$ cat src/rtl/osc_timer_pkg.sv
package osc_timer_pkg;
  typedef enum logic [1:0] {
    REG_CTRL   = 2'd0,
    REG_STATUS = 2'd1,
    REG_MASK   = 2'd2,
    REG_SPARE  = 2'd3
  } osc_reg_e;

  localparam int EN_BIT  = 0;
  localparam int BYP_BIT = 1;
  localparam int CNT_LSB = 8;

  typedef struct packed {
    logic       start;
    logic       stop;
    logic       bypass;
  } osc_cmd_t;
endpackage

$ cat src/rtl/osc_prescaler.sv
module osc_prescaler #(
  parameter int DIV_LOG2 = 3
) (
  input  logic clk,
  input  logic rst_n,
  input  logic clr,
  input  logic ce,
  output logic tick
);
  localparam logic [DIV_LOG2-1:0] LAST = {DIV_LOG2{1'b1}};

  logic [DIV_LOG2-1:0] phase_q;

  always_ff @(posedge clk) begin
    if (!rst_n)      phase_q <= '0;
    else if (clr)    phase_q <= '0;
    else if (ce)     phase_q <= phase_q + 1'b1;
  end

  assign tick = ce && !clr && (phase_q == LAST);
endmodule

$ cat src/rtl/osc_countdown.sv
module osc_countdown #(
  parameter int CNT_W = 8
) (
  input  logic             clk,
  input  logic             rst_n,
  input  logic             start,
  input  logic             stop,
  input  logic             force_set,
  input  logic [CNT_W-1:0] load_val,
  input  logic             tick,
  output logic             stable,
  output logic             running
);
  localparam logic [CNT_W-1:0] ONE = {{(CNT_W-1){1'b0}}, 1'b1};

  logic [CNT_W-1:0] remain_q;

  always_ff @(posedge clk) begin
    if (!rst_n) begin
      remain_q <= '0;
      running  <= 1'b0;
      stable   <= 1'b0;
    end else if (start) begin
      remain_q <= load_val;
      running  <= 1'b1;
      stable   <= 1'b0;
    end else if (stop) begin
      running  <= 1'b0;
      stable   <= force_set;
    end else if (running && tick) begin
      if (remain_q <= ONE) begin
        remain_q <= '0;
        running  <= 1'b0;
        stable   <= 1'b1;
      end else begin
        remain_q <= remain_q - ONE;
      end
    end
  end
endmodule

$ cat src/rtl/osc_regs.sv
module osc_regs
  import osc_timer_pkg::*;
#(
  parameter int DATA_W = 16,
  parameter int CNT_W  = 8
) (
  input  logic              clk,
  input  logic              rst_n,
  input  logic              wr_en,
  input  logic [1:0]        wr_addr,
  input  logic [DATA_W-1:0] wr_data,
  input  logic [1:0]        rd_addr,
  input  logic              stable,
  output logic [DATA_W-1:0] rd_data,
  output osc_cmd_t          cmd,
  output logic [CNT_W-1:0]  load_val,
  output logic              irq
);
  localparam int CNT_MSB = CNT_LSB + CNT_W - 1;

  logic             en_q, byp_q, mask_q;
  logic [CNT_W-1:0] cnt_q;
  logic             ctrl_wr, mask_wr;
  logic             unused_wdata;

  assign ctrl_wr = wr_en && (osc_reg_e'(wr_addr) == REG_CTRL);
  assign mask_wr = wr_en && (osc_reg_e'(wr_addr) == REG_MASK);

  assign cmd.start  = ctrl_wr && wr_data[EN_BIT];
  assign cmd.stop   = ctrl_wr && !wr_data[EN_BIT];
  assign cmd.bypass = wr_data[BYP_BIT];
  assign load_val   = wr_data[CNT_MSB:CNT_LSB];

  generate
    if (DATA_W > CNT_MSB + 1) begin : g_hi
      assign unused_wdata = ^{wr_data[DATA_W-1:CNT_MSB+1], wr_data[CNT_LSB-1:2]};
    end else begin : g_nohi
      assign unused_wdata = ^wr_data[CNT_LSB-1:2];
    end
  endgenerate

  always_ff @(posedge clk) begin
    if (!rst_n) begin
      en_q   <= 1'b0;
      byp_q  <= 1'b0;
      cnt_q  <= '0;
      mask_q <= 1'b0;
    end else begin
      if (ctrl_wr) begin
        en_q  <= wr_data[EN_BIT];
        byp_q <= wr_data[BYP_BIT];
        cnt_q <= wr_data[CNT_MSB:CNT_LSB];
      end
      if (mask_wr) mask_q <= wr_data[0];
    end
  end

  always_comb begin
    rd_data = '0;
    unique case (osc_reg_e'(rd_addr))
      REG_CTRL: begin
        rd_data[EN_BIT]          = en_q;
        rd_data[BYP_BIT]         = byp_q;
        rd_data[CNT_MSB:CNT_LSB] = cnt_q;
      end
      REG_STATUS: rd_data[0] = stable;
      REG_MASK:   rd_data[0] = mask_q;
      REG_SPARE:  rd_data    = '0;
      default:    rd_data    = '0;
    endcase
  end

  assign irq = stable && mask_q;
endmodule

$ cat src/rtl/osc_startup_timer.sv
module osc_startup_timer
  import osc_timer_pkg::*;
#(
  parameter int DATA_W   = 16,
  parameter int CNT_W    = 8,
  parameter int DIV_LOG2 = 3
) (
  input  logic              clk,
  input  logic              rst_n,
  input  logic              slow_ce,
  input  logic              wr_en,
  input  logic [1:0]        wr_addr,
  input  logic [DATA_W-1:0] wr_data,
  input  logic [1:0]        rd_addr,
  output logic [DATA_W-1:0] rd_data,
  output logic              osc_stable,
  output logic              irq
);
  osc_cmd_t         cmd;
  logic [CNT_W-1:0] load_val;
  logic             div_tick;
  logic             unused_running;

  osc_regs #(.DATA_W(DATA_W), .CNT_W(CNT_W)) u_regs (
    .clk(clk), .rst_n(rst_n), .wr_en(wr_en), .wr_addr(wr_addr),
    .wr_data(wr_data), .rd_addr(rd_addr), .stable(osc_stable),
    .rd_data(rd_data), .cmd(cmd), .load_val(load_val), .irq(irq)
  );

  osc_prescaler #(.DIV_LOG2(DIV_LOG2)) u_div (
    .clk(clk), .rst_n(rst_n), .clr(cmd.start), .ce(slow_ce), .tick(div_tick)
  );

  osc_countdown #(.CNT_W(CNT_W)) u_cnt (
    .clk(clk), .rst_n(rst_n), .start(cmd.start), .stop(cmd.stop),
    .force_set(cmd.bypass), .load_val(load_val), .tick(div_tick),
    .stable(osc_stable), .running(unused_running)
  );
endmodule

$ cat config.mk
export PLATFORM = sky130hd
export DESIGN_NAME = osc_startup_timer
export DESIGN_NICKNAME = d
export VERILOG_FILES = /design/src/rtl/osc_timer_pkg.sv /design/src/rtl/osc_prescaler.sv /design/src/rtl/osc_countdown.sv /design/src/rtl/osc_regs.sv /design/src/rtl/osc_startup_timer.sv
export SDC_FILE = /design/constraint.sdc
export NUM_CORES = 1
export LEC_CHECK = 0
export BUFFER_PORTS_ARGS = -buffer_cell sky130_fd_sc_hd__buf_2
export CAP_MARGIN = 20
export CORE_ASPECT_RATIO = 1.2
export CORE_MARGIN = 2
export CORE_UTILIZATION = 50
export CTS_CLUSTER_SIZE = 12
export DETAILED_ROUTE_END_ITERATION = 10
export GPL_TIMING_DRIVEN = 0
export HOLD_SLACK_MARGIN = 0.06
export PLACE_DENSITY = 0.87
export RECOVER_POWER = 25
export SYNTH_ARGS = -nofsm -noshare
export SYNTH_HDL_FRONTEND = slang
export SYNTH_SLANG_ARGS = --single-unit
$ cat constraint.sdc
create_clock -name clk -period 1.95 [get_ports clk]
set_clock_uncertainty 0.15 [all_clocks]
set_input_delay 0.195 -clock clk [delete_from_list [all_inputs] [get_ports clk]]
set_output_delay 0.195 -clock clk [all_outputs]
set_load 0.02 [all_outputs]
==> run summary <==
register area share after synthesis: 36.8%
Final Hold Vio Count: 0
Post-synth EDFFs: 0
CP Launch Type: flop
worst hold path type: input pin to flop
Filler cells: 210
Initial Util: 52.2%
post-synth top area cell: dfxtp_1
CP bufs+invs: 1
Setup CP Type: flop to flop
Synth Cell Area: 0.00131 mm^2
multi-input logic area: 734 um^2
# nets final: 235
clk buf depth: 2
setup violators final: 0
Worst-Skew Late Latency: 310 ps
clock sinks: 24
# DRC: 0
largest net degree at the start of global routing: 14
status: completed
core box area: 0.00250 mm^2
First-pass DRT Iterations: 5
I/O pin count: 42
number of port buffers: 28
CTS Root Cell: clkbuf_4
routability cong.: 0.868
share of post-route cells with drive strength above 1: 19.9%
worst reg2reg path depth: 6
Distinct cells, synth: 43
Post-Place Setup Slack: 129 ps
Synth-to-Final Area Change: 25.1%
Crit path largest cell delay: 430 ps
Final Cell Area: 0.00163 mm^2
Hold Path Origin: slow_ce
dominant cells by area after synthesis: dfxtp_1 37%, nand2_1 6.9%, a21oi_1 5.0%
DIE WIDTH: 50.7 um
first-pass GRT wire length: 4.99 mm
final slew viol count: 0
critical-path cell list: inv_1, ha_1, o21bai_1, or2_1, nor3_1, o311a_1
CTS H-Tree Depth: 1
fmax: 0.553 GHz
leakage: 0.703 nW
worst r2r src: u_cnt.remain_q[1]$_SDFFE_PN0P_
num rows: 20
Core Util, Final: 65.3%
vias: 1329
total negative slack: 0 ps
average size of a mapped cell: 8.27 um^2
CP max-delay cell: dfxtp_1
final antenna-violating net count: 0
RSZ-0062 raised after global routing: no
GRT Total Usage: 21.7%
Final period util: 92.7%
overall power: 0.953 mW
Synth Warn #: 0
CTS tree: yes
family with the most delay on the worst path: compound AO/OA/AOI/OAI gates
ys flop type: dfxtp_1
total grt overflow: 0
CTS buffer count: 3
placed inst area: 0.00151 mm^2
measured slew at the worst slew-check pin: 534 ps
vias per cell: 5.56
Crit. End Element: flop
FF+latch count, synth: 24
ys async rst share: 0%
CP required: 2020 ps
total of max-cap violations: 0
number of global-route vias before repair: 1182
Max-slew headroom: 64.1%
setup ws final: 142 ps
fin crit period: 1810 ps
Hold Path Stages: 3
CP startpoint: u_cnt.remain_q[1]$_SDFFE_PN0P_
drt total wl: 3.07 mm
crit path max fanout: 5
Final HPWL DP: 2.18 mm
routed len/inst: 12.8 um
Arrival @ worst endpoint: 1880 ps
initial antenna violation count: 0
instance count on the critical path: 6
Yosys top cell area share: 36.8%
peak supply drop: 0.360 mV
Clk pin slew, worst setup/hold paths: 130 ps
die area: 0.00304 mm^2
register area: 482 um^2
Post-Synthesis Cells: 158
Die H: 60.0 um
power per cell area: 583 mW/mm^2
n_diodes: 0
DRT iter0 DRCs: 60
[registers in the layout, indices dropped and copies added, names as in the netlist]
| signal | flops |
|---|---|
| u_div.phase_q | 3 |
| u_regs.en_q | 1 |
| u_cnt.stable | 1 |
| u_regs.cnt_q | 8 |
| u_cnt.running | 1 |
| u_cnt.remain_q | 8 |
| u_regs.byp_q | 1 |
| u_regs.mask_q | 1 |
[cell families after synthesis]
group / synth area share, %
xor+xnor: 0.671
simple gates: 28.8
compound gates: 17.7
buf+inv: 8.05
mux: 3.83
fa+ha+maj: 3.83
flops: 36.8
other cells: 0.287
[cell type report]
| class | instances | area share [%] |
|---|---|---|
| sequential | 24 | 29.5 |
| inverter | 4 | 0.919 |
| tap | 33 | 2.53 |
| timing repair buffer | 39 | 14.9 |
| clock buffer | 4 | 2.22 |
| buffer | 12 | 5.05 |
| multi-input combinational | 123 | 44.9 |
[tightest hold or removal path: cells and delay by family]
family                    cells  cell delay (ps)
buffers and inverters         1              150
xor gates and xnor gates      1               70
and+or+nand+nor               1               80
[cells in the final DEF (no fill, tap or decap), drive strengths merged, types with 2 or more instances in the layout]
cell type | Yosys | final
a31oi | 4 | 4
clkbuf | 3 | 14
nor2 | 8 | 8
nand3 | 5 | 5
a21oi | 13 | 13
inv | 4 | 4
buf | 9 | 30
or2 | 2 | 2
o22ai | 2 | 2
nand2 | 24 | 24
o21ai | 7 | 7
nor3 | 6 | 6
or3 | 3 | 3
conb | 1 | 6
and2 | 11 | 11
ha | 4 | 4
dlygate4sd3 | 0 | 11
mux2i | 5 | 5
nor4 | 3 | 3
dfxtp | 24 | 24
[what timing repair did]
item                                    CTS  global route
endpoints found under the hold margin    23             0
buffers inserted                          0             0
gates resized for setup                   0             1
endpoints found under the setup margin    0             3
hold buffers                             11             0
[routing by layer]
layer | share of wire, % | vias to the layer above | track usage (%)
li1 | - | 648 | -
met5 | 0 | - | 0
met4 | 3.9 | 0 | 13.5
met3 | 6.1 | 15 | 2.50
met2 | 50 | 71 | 39.1
met1 | 40 | 595 | 24.2
[where the power goes]
part | switching (mW) | leakage (nW) | internal (mW)
registers | 0.0148 | 0.196 | 0.509
logic | 0.0910 | 0.487 | 0.0785
clock network | 0.146 | 0.0210 | 0.114
total | 0.251 | 0.703 | 0.702
[worst paths after layout]
| check | to | slack, ps |
|---|---|---|
| setup / recovery | u_cnt.stable$_SDFFE_PP0P_ | 140 |
| hold / removal | u_div.phase_q[0]$_SDFFE_PP0P_ | 50 |
| setup reg to reg | u_cnt.stable$_SDFFE_PP0P_ | 140 |
| hold reg to reg | u_regs.cnt_q[3]$_SDFFE_PN0N_ | 310 |
[synth_stat cells, types with 4 or more instances]
library cell,n
a31oi_1,4
mux2i_1,5
ha_1,4
buf_4,6
nor2_1,8
nand3_1,4
nand2_1,24
inv_1,4
o21ai_0,7
a21oi_1,13
nor3_1,6
dfxtp_1,24
and2_1,10
[stage by stage]
step                      std cells  hold slack [ps]
after detailed placement        224              294
after floorplan                 163              181
after global placement          224              287
after global routing            239             75.8
final                           239             54.9
after CTS                       239             62.2
(Power assumes the default switching activity.)
